File: config.mk
export PLATFORM = sky130hd
export DESIGN_NAME = regfile_cpu
export DESIGN_NICKNAME = d
export VERILOG_FILES = /design/src/rtl/regfile_cpu.sv
export SDC_FILE = /design/constraint.sdc
export NUM_CORES = 1
export LEC_CHECK = 0
export ABC_AREA = 1
export BUFFER_PORTS_ARGS = -buffer_cell sky130_fd_sc_hd__buf_2
export CAP_MARGIN = 20
export CORE_MARGIN = 2
export CORE_UTILIZATION = 57
export DETAILED_ROUTE_END_ITERATION = 8
export PLACE_DENSITY = 0.77
export SYNTH_ARGS = -nofsm -noshare
export SYNTH_HDL_FRONTEND = slang
export SYNTH_SLANG_ARGS = --single-unit
File: constraint.sdc
create_clock -name clk -period 2.3 [get_ports clk]
set_input_delay 0.23 -clock clk [delete_from_list [all_inputs] [get_ports clk]]
set_output_delay 0.23 -clock clk [all_outputs]
set_load 0.01 [all_outputs]
File: src/rtl/regfile_cpu.sv
module regfile_cpu #(
  parameter int W      = 8,
  parameter int NREG   = 8,
  parameter logic [W-1:0] SP_TOP = '1
) (
  input  logic         clk,
  input  logic         rst,
  output logic [W-1:0] mem_addr,
  input  logic [W-1:0] mem_rdata,
  output logic [W-1:0] mem_wdata,
  output logic         mem_we,
  output logic         halted
);
  localparam int RB = $clog2(NREG);

  localparam logic [3:0] OP_ADD = 4'd0, OP_SUB = 4'd1, OP_AND = 4'd2, OP_OR = 4'd3,
                         OP_NOT = 4'd4, OP_MOV = 4'd5, OP_LDR = 4'd6, OP_STR = 4'd7,
                         OP_JMP = 4'd8, OP_JX = 4'd9, OP_JNX = 4'd10, OP_CALL = 4'd11,
                         OP_RET = 4'd12, OP_HLT = 4'd15;

  typedef enum logic [2:0] {S_F0, S_F1, S_DEC, S_EX, S_HALT} state_t;

  state_t         state;
  logic [W-1:0]   pc, sp, ir0, ir1, opa, opb;
  logic [W-1:0]   rf [NREG];
  logic [3:0]     flags;

  wire [3:0]    op   = ir0[7:4];
  wire [RB-1:0] rd   = ir0[RB-1:0];
  wire [RB-1:0] rs1  = ir1[2*RB-1:RB];
  wire [RB-1:0] rs2  = ir1[RB-1:0];
  wire [1:0]    fsel = ir0[1:0];
  wire          is_alu = (op <= OP_NOT);
  wire          cond = flags[fsel];
  wire          take = (op == OP_JX && cond) || (op == OP_JNX && !cond);
  wire          in_ex = (state == S_EX);

  logic [W-1:0] res;
  logic         cy, ov;
  always_comb begin
    res = '0; cy = 1'b0; ov = 1'b0;
    case (op)
      OP_ADD: begin
        {cy, res} = {1'b0, opa} + {1'b0, opb};
        ov = (opa[W-1] == opb[W-1]) && (res[W-1] != opa[W-1]);
      end
      OP_SUB: begin
        {cy, res} = {1'b0, opa} - {1'b0, opb};
        ov = (opa[W-1] != opb[W-1]) && (res[W-1] != opa[W-1]);
      end
      OP_AND:  res = opa & opb;
      OP_OR:   res = opa | opb;
      OP_NOT:  res = ~opa;
      default: res = '0;
    endcase
  end

  always_comb begin
    mem_addr = pc;
    if (in_ex) begin
      case (op)
        OP_LDR, OP_STR: mem_addr = ir1;
        OP_CALL:        mem_addr = sp - 1'b1;
        OP_RET:         mem_addr = sp;
        default:        mem_addr = pc;
      endcase
    end
  end

  assign mem_we    = in_ex && (op == OP_STR || op == OP_CALL);
  assign mem_wdata = (op == OP_CALL) ? pc : opa;
  assign halted    = (state == S_HALT);

  always_ff @(posedge clk) begin
    if (rst) begin
      state <= S_F0;
      pc    <= '0;
      sp    <= SP_TOP;
      ir0   <= '0;
      ir1   <= '0;
      opa   <= '0;
      opb   <= '0;
      flags <= '0;
      for (int i = 0; i < NREG; i++) rf[i] <= '0;
    end else begin
      case (state)
        S_F0: begin ir0 <= mem_rdata; pc <= pc + 1'b1; state <= S_F1; end
        S_F1: begin ir1 <= mem_rdata; pc <= pc + 1'b1; state <= S_DEC; end
        S_DEC: begin
          opa   <= (op == OP_STR) ? rf[rd] : rf[rs1];
          opb   <= rf[rs2];
          state <= S_EX;
        end
        S_EX: begin
          state <= S_F0;
          if (is_alu) begin
            rf[rd] <= res;
            flags  <= {ov, res[W-1], cy, res == '0};
          end
          case (op)
            OP_MOV:  rf[rd] <= opa;
            OP_LDR:  rf[rd] <= mem_rdata;
            OP_JMP:  pc <= ir1;
            OP_JX, OP_JNX: if (take) pc <= ir1;
            OP_CALL: begin sp <= sp - 1'b1; pc <= ir1; end
            OP_RET:  begin pc <= mem_rdata; sp <= sp + 1'b1; end
            OP_HLT:  state <= S_HALT;
            default: ;
          endcase
        end
        default: state <= S_HALT;
      endcase
    end
  end

  assert_fetch_step_R1: assert property (@(posedge clk) disable iff (rst)
    (state == S_F0) |=> (pc == $past(pc) + 1'b1) && (state == S_F1));

  assert_write_ends_instr_R5: assert property (@(posedge clk) disable iff (rst)
    mem_we |=> (state == S_F0));

  assert_push_step_R8: assert property (@(posedge clk) disable iff (rst)
    (in_ex && op == OP_CALL) |=> (sp == $past(sp) - 1'b1) && (pc == $past(ir1)));

  assert_pop_step_R8: assert property (@(posedge clk) disable iff (rst)
    (in_ex && op == OP_RET) |=> (sp == $past(sp) + 1'b1) && (pc == $past(mem_rdata)));

  assert_halt_sticky_R9: assert property (@(posedge clk) disable iff (rst)
    halted |=> halted && !mem_we && $stable(pc));

  assert_flags_hold_R10: assert property (@(posedge clk) disable iff (rst)
    !(in_ex && is_alu) |=> $stable(flags));
endmodule

After elaboration in Yosys (flattened, before gate mapping)
Memories as Yosys holds them, arrays and structs flattened. A register that Yosys moved wholly into a read port is not among the register bits.
Cells that the tools add are included.

storage, ports and cells
  memories = 1
  word-level logic and storage cells = 102
  RAM bits = 64
  register bits after elaboration = 47
  input bits = 10

cells by class
  muxes and demuxes = 38
  equality and inequality tests = 23
  order comparisons = 2
  $add $sub $neg = 5
  bitwise logic cells = 5
  reduce and logical (&&, ||, !) cells = 21

memory list
  name  depth  width  read ports  clocked after Yosys merged registers in  wr ports  RTL line  source
  rf    8      8      3           3                                        8         25        logic [W-1:0] rf [NREG];

operators with widths
  cell                 count
  $mux 8               7
  $pmux 8 s3           2
  $pmux 8 s5           1
  $pmux 8 s2           2
  $eq 4x4->1 const B   6
  $mux 3               6
  $add 8x1->8 const B  2
  $eq 4x3->1 const B   4
  $mux 1               16
  $pmux 3 s4           1
  $add 8x8->9          1
  $sub 8x8->9          1
  $and 8x8->8          1
  $eq 4x2->1 const B   2
  $logic_not 8->1      1
  $not 8->8            1
  $or 8x8->8           1
  $reduce_or 2->1      4
  $reduce_or 8->1      1
  $sub 8x1->8 const B  1
  $eq 3x2->1 const B   2
  $logic_and 1x1->1    5
  $eq 4x1->1 const B   1
  $le 4x3->1 const B   1
  17 further kinds     24

Logic depth before layout (Yosys ltp)
Gate-level depths: netlist of the first run.

  depth in word-level cells = 9
  depth in mapped cells = 17
  depth with buffers taken out = 16

Least setup slack after synthesis of the first run
OpenSTA, ideal clock, no wires.

  path type = register to register
  start point = register opa[0]
  end point = memory rf[0][2], data pin
  path buffers = 0
  data arrival time = 2.091 ns
  stages on the path, launching flop included = 12
  slack = -0.063 ns
  setup time = 0.272 ns
  period minus slack after synthesis = 2.363 ns
  cell sequence = dfxtp_1 -> inv_1 -> ha_1 -> inv_1 -> fa_1 -> or2_2 -> nand3_1 -> nand2_1 -> nor2_1 -> o21ai_0 -> a21oi_1 -> nor2_1

RTL lines
  element                 RTL line  source
  start, declared         24        logic [W-1:0] pc, sp, ir0, ir1, opa, opb;
  start signal, assigned  90        opa <= (op == OP_STR) ? rf[rd] : rf[rs1];
  end, declared           25

Worst setup path after layout of the first run
  start point = register ir0[6]
  end point = output port mem_addr[3]

between the ends
  longest elaborated chain between the ends = 4

ends and longest elaborated chain
  element                 RTL line  source
  start, declared         24
  start signal, assigned  79        ir0 <= '0;
  start signal, assigned  87        S_F0: begin ir0 <= mem_rdata; pc <= pc + 1'b1; state <= S_F1; end
  $eq 4x3->1              61        case (op)
  $reduce_or 2->1         61
  $pmux 8 s3 (*)          61
  $mux 8 (*)              60        if (in_ex) begin
  end, declared           8         output logic [W-1:0] mem_addr,

Every way passes the cells marked *; elsewhere a longest branch is shown, timed or not.

==> results of run 1 <==
registers in the layout, indices dropped and copies added, names as in the netlist, named ones only:
signal	count
state	3
opa	8
ir1	8
pc	8
opb	8
sp	8
rf	64
flags	4
ir0	7
power groups by stage:
stage          Clock (mW)  Sequential [mW]  Combinational (mW)
3_3_place_gp            0             2.59                1.47
6_report             2.54             2.56                1.63
4_1_cts              2.55             2.55                1.51
5_1_grt              2.66             2.57                1.79
2_1_floorplan           0             2.56               0.976
3_5_place_dp            0             2.59                1.49
layout by cell type, fill, tap and decap left out, drive strengths merged, types with 9 or more instances in the layout:
cell type / instances
a21oi: 119
buf: 102
clkbuf: 19
clkinv: 14
dfxtp: 60
edfxtp: 64
ha: 27
inv: 140
nand2: 163
nand3: 84
nand4: 10
nor2: 178
nor3: 9
o211ai: 59
o21ai: 166
cell type report:
class,instances,share of cell area (%)
clock buffer,19,4.35
inverter,144,5.45
clock inverter,13,1.27
timing repair buffer,102,8.28
multi-input combinational,850,46.8
tap,184,2.31
sequential,124,31.6
per-stage QoR:
| step | hold WS (ns) | instances | area [um2] | setup WS (ns) |
|---|---|---|---|---|
| final | 0.122 | 1436 | 9960 | 0.0544 |
| after global routing | 0.150 | 1436 | 9960 | -0.0371 |
| after CTS | 0.111 | 1433 | 9700 | 0.00314 |
| after detailed placement | 0.471 | 1401 | 9080 | -0.0240 |
| after global placement | 0.463 | 1401 | 9080 | 0.0494 |
| after floorplan | 0.365 | 1173 | 8310 | 0.00190 |
path summary, 6_finish.rpt:
kind / from / end / cells past startpoint
max reg2reg: opa[0]$_SDFFE_PP0P_ / rf[3][4]$_SDFFCE_PN0P_ / 14
min reg2reg: state[2]$_SDFF_PP0_ / state[0]$_SDFF_PP0_ / 1
min: mem_rdata[1] / ir1[1]$_SDFFE_PP0P_ / 3
max: ir0[6]$_SDFFE_PP0P_ / mem_addr[3] / 8
cell families (layout without fill, tap and decap cells):
group,Yosys count,count (layout)
adders and majority gates,29,29
xor gates and xnor gates,10,10
DFF,124,124
buffers and inverters,199,278
and+or+nand+nor,447,447
AOI/OAI and AO/OA,364,364
routing by layer:
metal / GRT usage, % / part of all wire, % / vias to the layer above
li1: - / - / 4141
met1: 43.4 / 39 / 3974
met2: 53.8 / 47 / 517
met3: 5.76 / 9.7 / 92
met4: 16.5 / 4.3 / 0
met5: 0 / 0 / -
Yosys cell counts, types with 2 or more instances:
cell type / n / area share (%)
a211oi_1: 2 / 0.18
a211oi_2: 2 / 0.30
a21oi_1: 118 / 7.1
buf_1: 2 / 0.090
buf_2: 8 / 0.48
clkbuf_1: 45 / 2.0
clkinv_1: 4 / 0.18
dfxtp_1: 60 / 14
edfxtp_1: 64 / 23
fa_1: 2 / 0.48
ha_1: 27 / 4.1
inv_1: 136 / 6.1
inv_2: 4 / 0.18
nand2_1: 160 / 7.2
nand2_2: 3 / 0.23
nand3_1: 80 / 4.8
nand3_2: 4 / 0.48
nand4_1: 8 / 0.60
nand4_2: 2 / 0.30
nor2_1: 174 / 7.9
nor2_2: 4 / 0.30
nor3_1: 8 / 0.48
o2111ai_1: 2 / 0.21
o211ai_1: 58 / 5.2
o21ai_0: 165 / 9.9
o22ai_1: 7 / 0.53
o32ai_1: 2 / 0.21
xnor2_1: 3 / 0.32
xor2_1: 7 / 0.74
timing repair:
item / 4_1_cts / 5_1_grt
resized for setup: 13 / 78
endpoints found under the setup margin: 25 / 74
endpoints found under the hold margin: 0 / 0
hold buffers: 0 / 0
pin swaps: 1 / 11
setup buffers: 0 / 3
worst max-delay path, stage by stage (launching register included):
cell	delay, ns
dfxtp_2	0.41
nand2_1	0.13
nor2_2	0.18
inv_2	0.08
buf_8	0.17
o22ai_1	0.22
a311oi_1	0.10
a21oi_1	0.14
buf_2	0.14
==> summary.txt, run 1 <==
Status
  – Status: complete, no violations

STA
  – Crit path time final: 2.25 ns
  – Final period util: 97.6%
  – Highest Clock Rate: 0.445 GHz
  – Final setup violation count: 0
  – Slew @ Worst Pin: 0.703 ns
  – Setup Skew: 0.00922 ns
  – Setup TNS: 0 ns
  – Final hold violations: 0
  – Slew headroom: 53.1%
  – Final Max Tran Viols: 0
  – RSZ-0062 raised after global routing: true

Clocking
  – CTS clk-pin slew, worst paths: 0.05 ns
  – Clock Sinks: 124
  – Clock buffer count from CTS: 17
  – H-tree lvl count: 4
  – CTS root buffer: clkbuf_16
  – CTS tree: built
  – CTS max path bufs: 2
  – Worst-skew pair later-pin latency: 0.43 ns

Routing
  – Post-route DRC violation count: 0
  – Final ANT Viol Nets: 0
  – Via density: 6.08
  – Vias: 8724
  – Routed WL: 26100 um
  – Iteration-0 DRC Markers: 1059
  – Drt wl/cell: 18.2 um
  – Drt first pass iters: 6

Logic synthesis
  – Ys async rst share: 0%
  – Mux contribution to synthesized area: 0%
  – Synth Area in Simple Gates: 22.7%
  – Main synth FF type: edfxtp_1
  – Syn Nets: 1212
  – Syn_area_per_cell: 7.08 um2
  – Synth Register Bits: 124
  – Number of flops mapped to enable cells by yosys: 64
  – Register area share after synthesis: 37.6%
  – Number of distinct library cells after synthesis: 41
  – Combinational family with the most area after synthesis: compound AO/OA/AOI/OAI gates
  – Post-synth design cell area: 0.00830 mm2
  – Complex-gate fraction of the synthesized area: 24.9%
  – Ys Warns: 0
  – Syn Inst Count: 1173
  – Synth Area in Adders: 4.55%
  – Xor and xnor area share after synthesis: 1.05%

Power and ir drop
  – Pwr Density: 676 mW/mm2
  – Leakage: 4.12 nW
  – Logic pwr share: 24.2%
  – Pwr Total: 6.73 mW
  – Peak VDD IR: 0.498 mV
  – Psw: 2.13 mW
  – Switching share of power: 31.6%
  – Power Internal: 4.61 mW
  – Clock Power Share: 37.8%
  – Sequential Power Share: 38.0%

GRT
  – GR Overflow Total: 0
  – Largest net degree at the start of global routing: 57
  – Via count of the first global-routing pass: 7969
  – Initial antenna violation count: 0
  – First-pass GRT wire length: 41200 um
  – GRT Total Usage: 33.4%

Floorplan
  – Die Y: 125 um
  – Num rows: 44
  – Die area: 0.0155 mm2
  – Die Wd: 125 um
  – IO Count: 28
  – Initial Util: 57.8%
  – Core ar.: 0.0144 mm2

Critical path
  – Worst setup EP type: output pin
  – Reg2reg setup slack: 0.07 ns
  – CP required: 2.07 ns
  – CP Launch Type: flip-flop
  – CP max FO: 22
  – Crit Path Class: reg -> out
  – Worst EP arrival: 2.02 ns

Flow run
  – Number of max-cap violations: 0

Place
  – Port buffer count: 27
  – Gpl congestion: 0.983
  – HPWL after detailed placement: 18400 um

Final layout
  – Final core occ: 69.3%
  – Syn-to-layout area delta: 20.0%
  – Share of post-route cells with drive strength above 1: 17.7%
  – Antenna diodes: 0
  – Area occupied by multi-input gates: 0.00466 mm2
  – Layout Nets: 1278
  – Storage cell area: 0.00315 mm2
  – Fill cells: 1152

Hold path
  – Hold WC Path Type: in -> reg
Note: power is estimated with default switching activity, not from simulation.
==> run 2: changes to the inputs <==
- CORE_MARGIN: 2 -> 5
==> summary.txt, run 2 (same netlist as run 1, synthesis figures left out) <==
GRT
  – Initial antenna violation count: 0 (unchanged)
  – GR Overflow Total: 0 (unchanged)
  – Via count of the first global-routing pass: 8232 (+3.3%)
  – GRT Total Usage: 32.9% (-0.44 points)
  – First-pass GRT wire length: 43200 um (+4.9%)
  – Largest net degree at the start of global routing: 58 (+1.8%)

Floorplan
  – Die area: 0.0171 mm2 (+9.9%)
  – Core ar.: 0.0144 mm2 (+0.38%)
  – Die Wd: 131 um (+4.8%)
  – IO Count: 28 (unchanged)
  – Initial Util: 57.6% (-0.22 points)
  – Num rows: 44 (unchanged)
  – Die Y: 131 um (+4.8%)

Final layout
  – Storage cell area: 0.00315 mm2 (+0.12%)
  – Most frequent cells in the layout: nor2_1 (163), o21ai_0 (161), nand2_1 (154)
  – Antenna diodes: 0 (unchanged)
  – Final core occ: 71.4% (+2.0 points)
  – Area occupied by multi-input gates: 0.00470 mm2 (+0.94%)
  – Syn-to-layout area delta: 24.0%
  – Top reg by flops: rf
  – Finished Layout Cells: 1462 (+1.8%)
  – Fill cells: 1123 (-2.5%)
  – Share of post-route cells with drive strength above 1: 20.7% (+2.9 points)
  – Max reg flops: 64 (unchanged)
  – Commonest non-fill, non-tap cell in the layout: nor2_1
  – Layout Nets: 1304 (+2.0%)

Clocking
  – Worst-skew pair later-pin latency: 0.43 ns (about the same)
  – CTS max path bufs: 2 (unchanged)
  – Clock buffer count from CTS: 17 (unchanged)
  – Clock Sinks: 124 (unchanged)
  – H-tree lvl count: 4 (unchanged)
  – CTS root buffer: clkbuf_16
  – CTS tree: built
  – CTS clk-pin slew, worst paths: 0.06 ns (about the same)

Hold path
  – Worst hold start: mem_rdata[1]
  – Worst hold stages: 3 (unchanged)
  – Hold WC Path Type: in -> reg
  – Worst Hold Endpoint: ir1[1]$_SDFFE_PP0P_

Place
  – DP Cell Count: 1423 (+1.6%)
  – Port buffer count: 27 (unchanged)
  – HPWL after detailed placement: 18400 um (+0.13%)
  – Gpl congestion: 0.967 (-1.6%)

Critical path
  – Reg2reg start: opa[0]$_SDFFE_PP0P_
  – CP required: 2.07 ns (about the same)
  – Number of cells on the worst reg-to-reg path: 12 (-2)
  – Crit Path Class: reg -> out
  – Reg2reg setup slack: 0.04 ns (-0.03 ns)
  – Worst setup EP type: output pin
  – Worst EP arrival: 2.04 ns (+0.02 ns)
  – CP Launch Type: flip-flop
  – CP max FO: 5 (-77%)
  – Crit Reg-Reg Endpoint: rf[7][2]$_SDFFCE_PN0P_

STA
  – Setup Skew: 0.00720 ns (-0.00203 ns)
  – Final setup violation count: 0 (unchanged)
  – Setup TNS: 0 ns (unchanged)
  – Highest Clock Rate: 0.441 GHz (-0.99%)
  – Crit path time final: 2.27 ns (+0.0224 ns)
  – RSZ-0062 raised after global routing: true
  – Final period util: 98.6% (+0.98 points)
  – Hold Slack: 0.127 ns (+0.00565 ns)
  – Slew @ Worst Pin: 0.847 ns (+0.144 ns)
  – Slew headroom: 43.5% (-9.6 points)
  – Final Max Tran Viols: 0 (unchanged)
  – Final hold violations: 0 (unchanged)

Routing
  – Routed WL: 28300 um (+8.4%)
  – Vias: 9078 (+4.1%)
  – Drt first pass iters: 6 (unchanged)
  – Drt wl/cell: 19.4 um (+6.4%)
  – Post-route DRC violation count: 0 (unchanged)
  – Iteration-0 DRC Markers: 1365 (+29%)
  – Final ANT Viol Nets: 0 (unchanged)
  – Via density: 6.21 (+2.2%)

Flow run
  – Number of max-cap violations: 0 (unchanged)

Power and ir drop
  – Pwr Density: 683 mW/mm2 (+1.1%)
  – Peak VDD IR: 0.571 mV (+15%)
  – Leakage: 4.27 nW (+3.7%)

Status
  – Status: complete, no violations
## run 2: cell count changes in the layout (fill, tap and decap cells not counted), moves of 3 or more
| cell | previous run | this run |
|---|---|---|
| inv_6 | 0 | 3 |
| clkinv_1 | 6 | 3 |
| dfxtp_4 | 2 | 5 |
| dfxtp_1 | 44 | 47 |
| buf_4 | 61 | 84 |
| a21oi_2 | 2 | 5 |
| a21oi_1 | 115 | 112 |
| nor2_1 | 166 | 163 |
| buf_12 | 8 | 11 |
| dfxtp_2 | 14 | 8 |
## run 2: worst max path at each step
stage,startpoint,to
detailed placement,opa[2]$_SDFFE_PP0P_,rf[0][7]$_SDFFCE_PN0P_
floorplan,opa[0]$_SDFFE_PP0P_,rf[0][4]$_SDFFCE_PN0P_
global placement,opb[0]$_SDFFE_PP0P_,rf[3][4]$_SDFFCE_PN0P_
finish,ir0[5]$_SDFFE_PP0P_,mem_addr[3]
CTS,opa[0]$_SDFFE_PP0P_,rf[2][4]$_SDFFCE_PN0P_
global route,ir0[5]$_SDFFE_PP0P_,mem_addr[3]
## run 2: timing repair
action                                  4_1_cts  5_1_grt
pin swaps                                     2       22
resized for setup                            19       92
buffers inserted                              1        6
endpoints found under the setup margin       40       64
hold buffers                                  0        0
## run 2: metrics by stage
| step | total power, mW | setup WS, ns | cell area, um2 |
|---|---|---|---|
| after floorplan | 3.54 | 0.00190 | 8310 |
| after global placement | 4.11 | -0.0218 | 9290 |
| after detailed placement | 4.14 | -0.0989 | 9290 |
| after CTS | 6.86 | 0.00102 | 9940 |
| after global routing | 7.29 | -0.0426 | 10300 |
| final | 7.03 | 0.0320 | 10300 |
## run 2: critical path, stage by stage, from the launching register on
cell,delay (ns)
dfxtp_4,0.37
inv_4,0.08
nand2_1,0.09
nor2_4,0.15
inv_2,0.07
a21oi_4,0.19
a21oi_4,0.07
buf_4,0.15
a311oi_2,0.19
a21oi_1,0.09
buf_2,0.15
## run 2: layout make-up
cell class | count | area share [%]
Multi-Input combinational cell | 850 | 45.7
Inverter | 144 | 5.34
Timing Repair Buffer | 128 | 10.2
Clock buffer | 21 | 4.89
Clock inverter | 11 | 0.997
Tap cell | 184 | 2.24
Sequential cell | 124 | 30.6
## run 2: report_power, final
part	switching (mW)	total [mW]	internal, mW
Combinational	1.12	1.75	0.629
Sequential	0.109	2.55	2.44
Clock	1.05	2.73	1.68
Total	2.28	7.03	4.75
## run 2: routing by layer
| layer | vias to the layer above | wire length (um) | GRT usage (%) | share of wire, % |
|---|---|---|---|---|
| met1 | 4134 | 10800 | 43.1 | 38 |
| met2 | 637 | 12700 | 51.4 | 45 |
| li1 | 4179 | - | - | - |
| met3 | 128 | 3370 | 7.85 | 12 |
| met5 | - | 0 | 0 | 0 |
| met4 | 0 | 1500 | 16.2 | 5.3 |
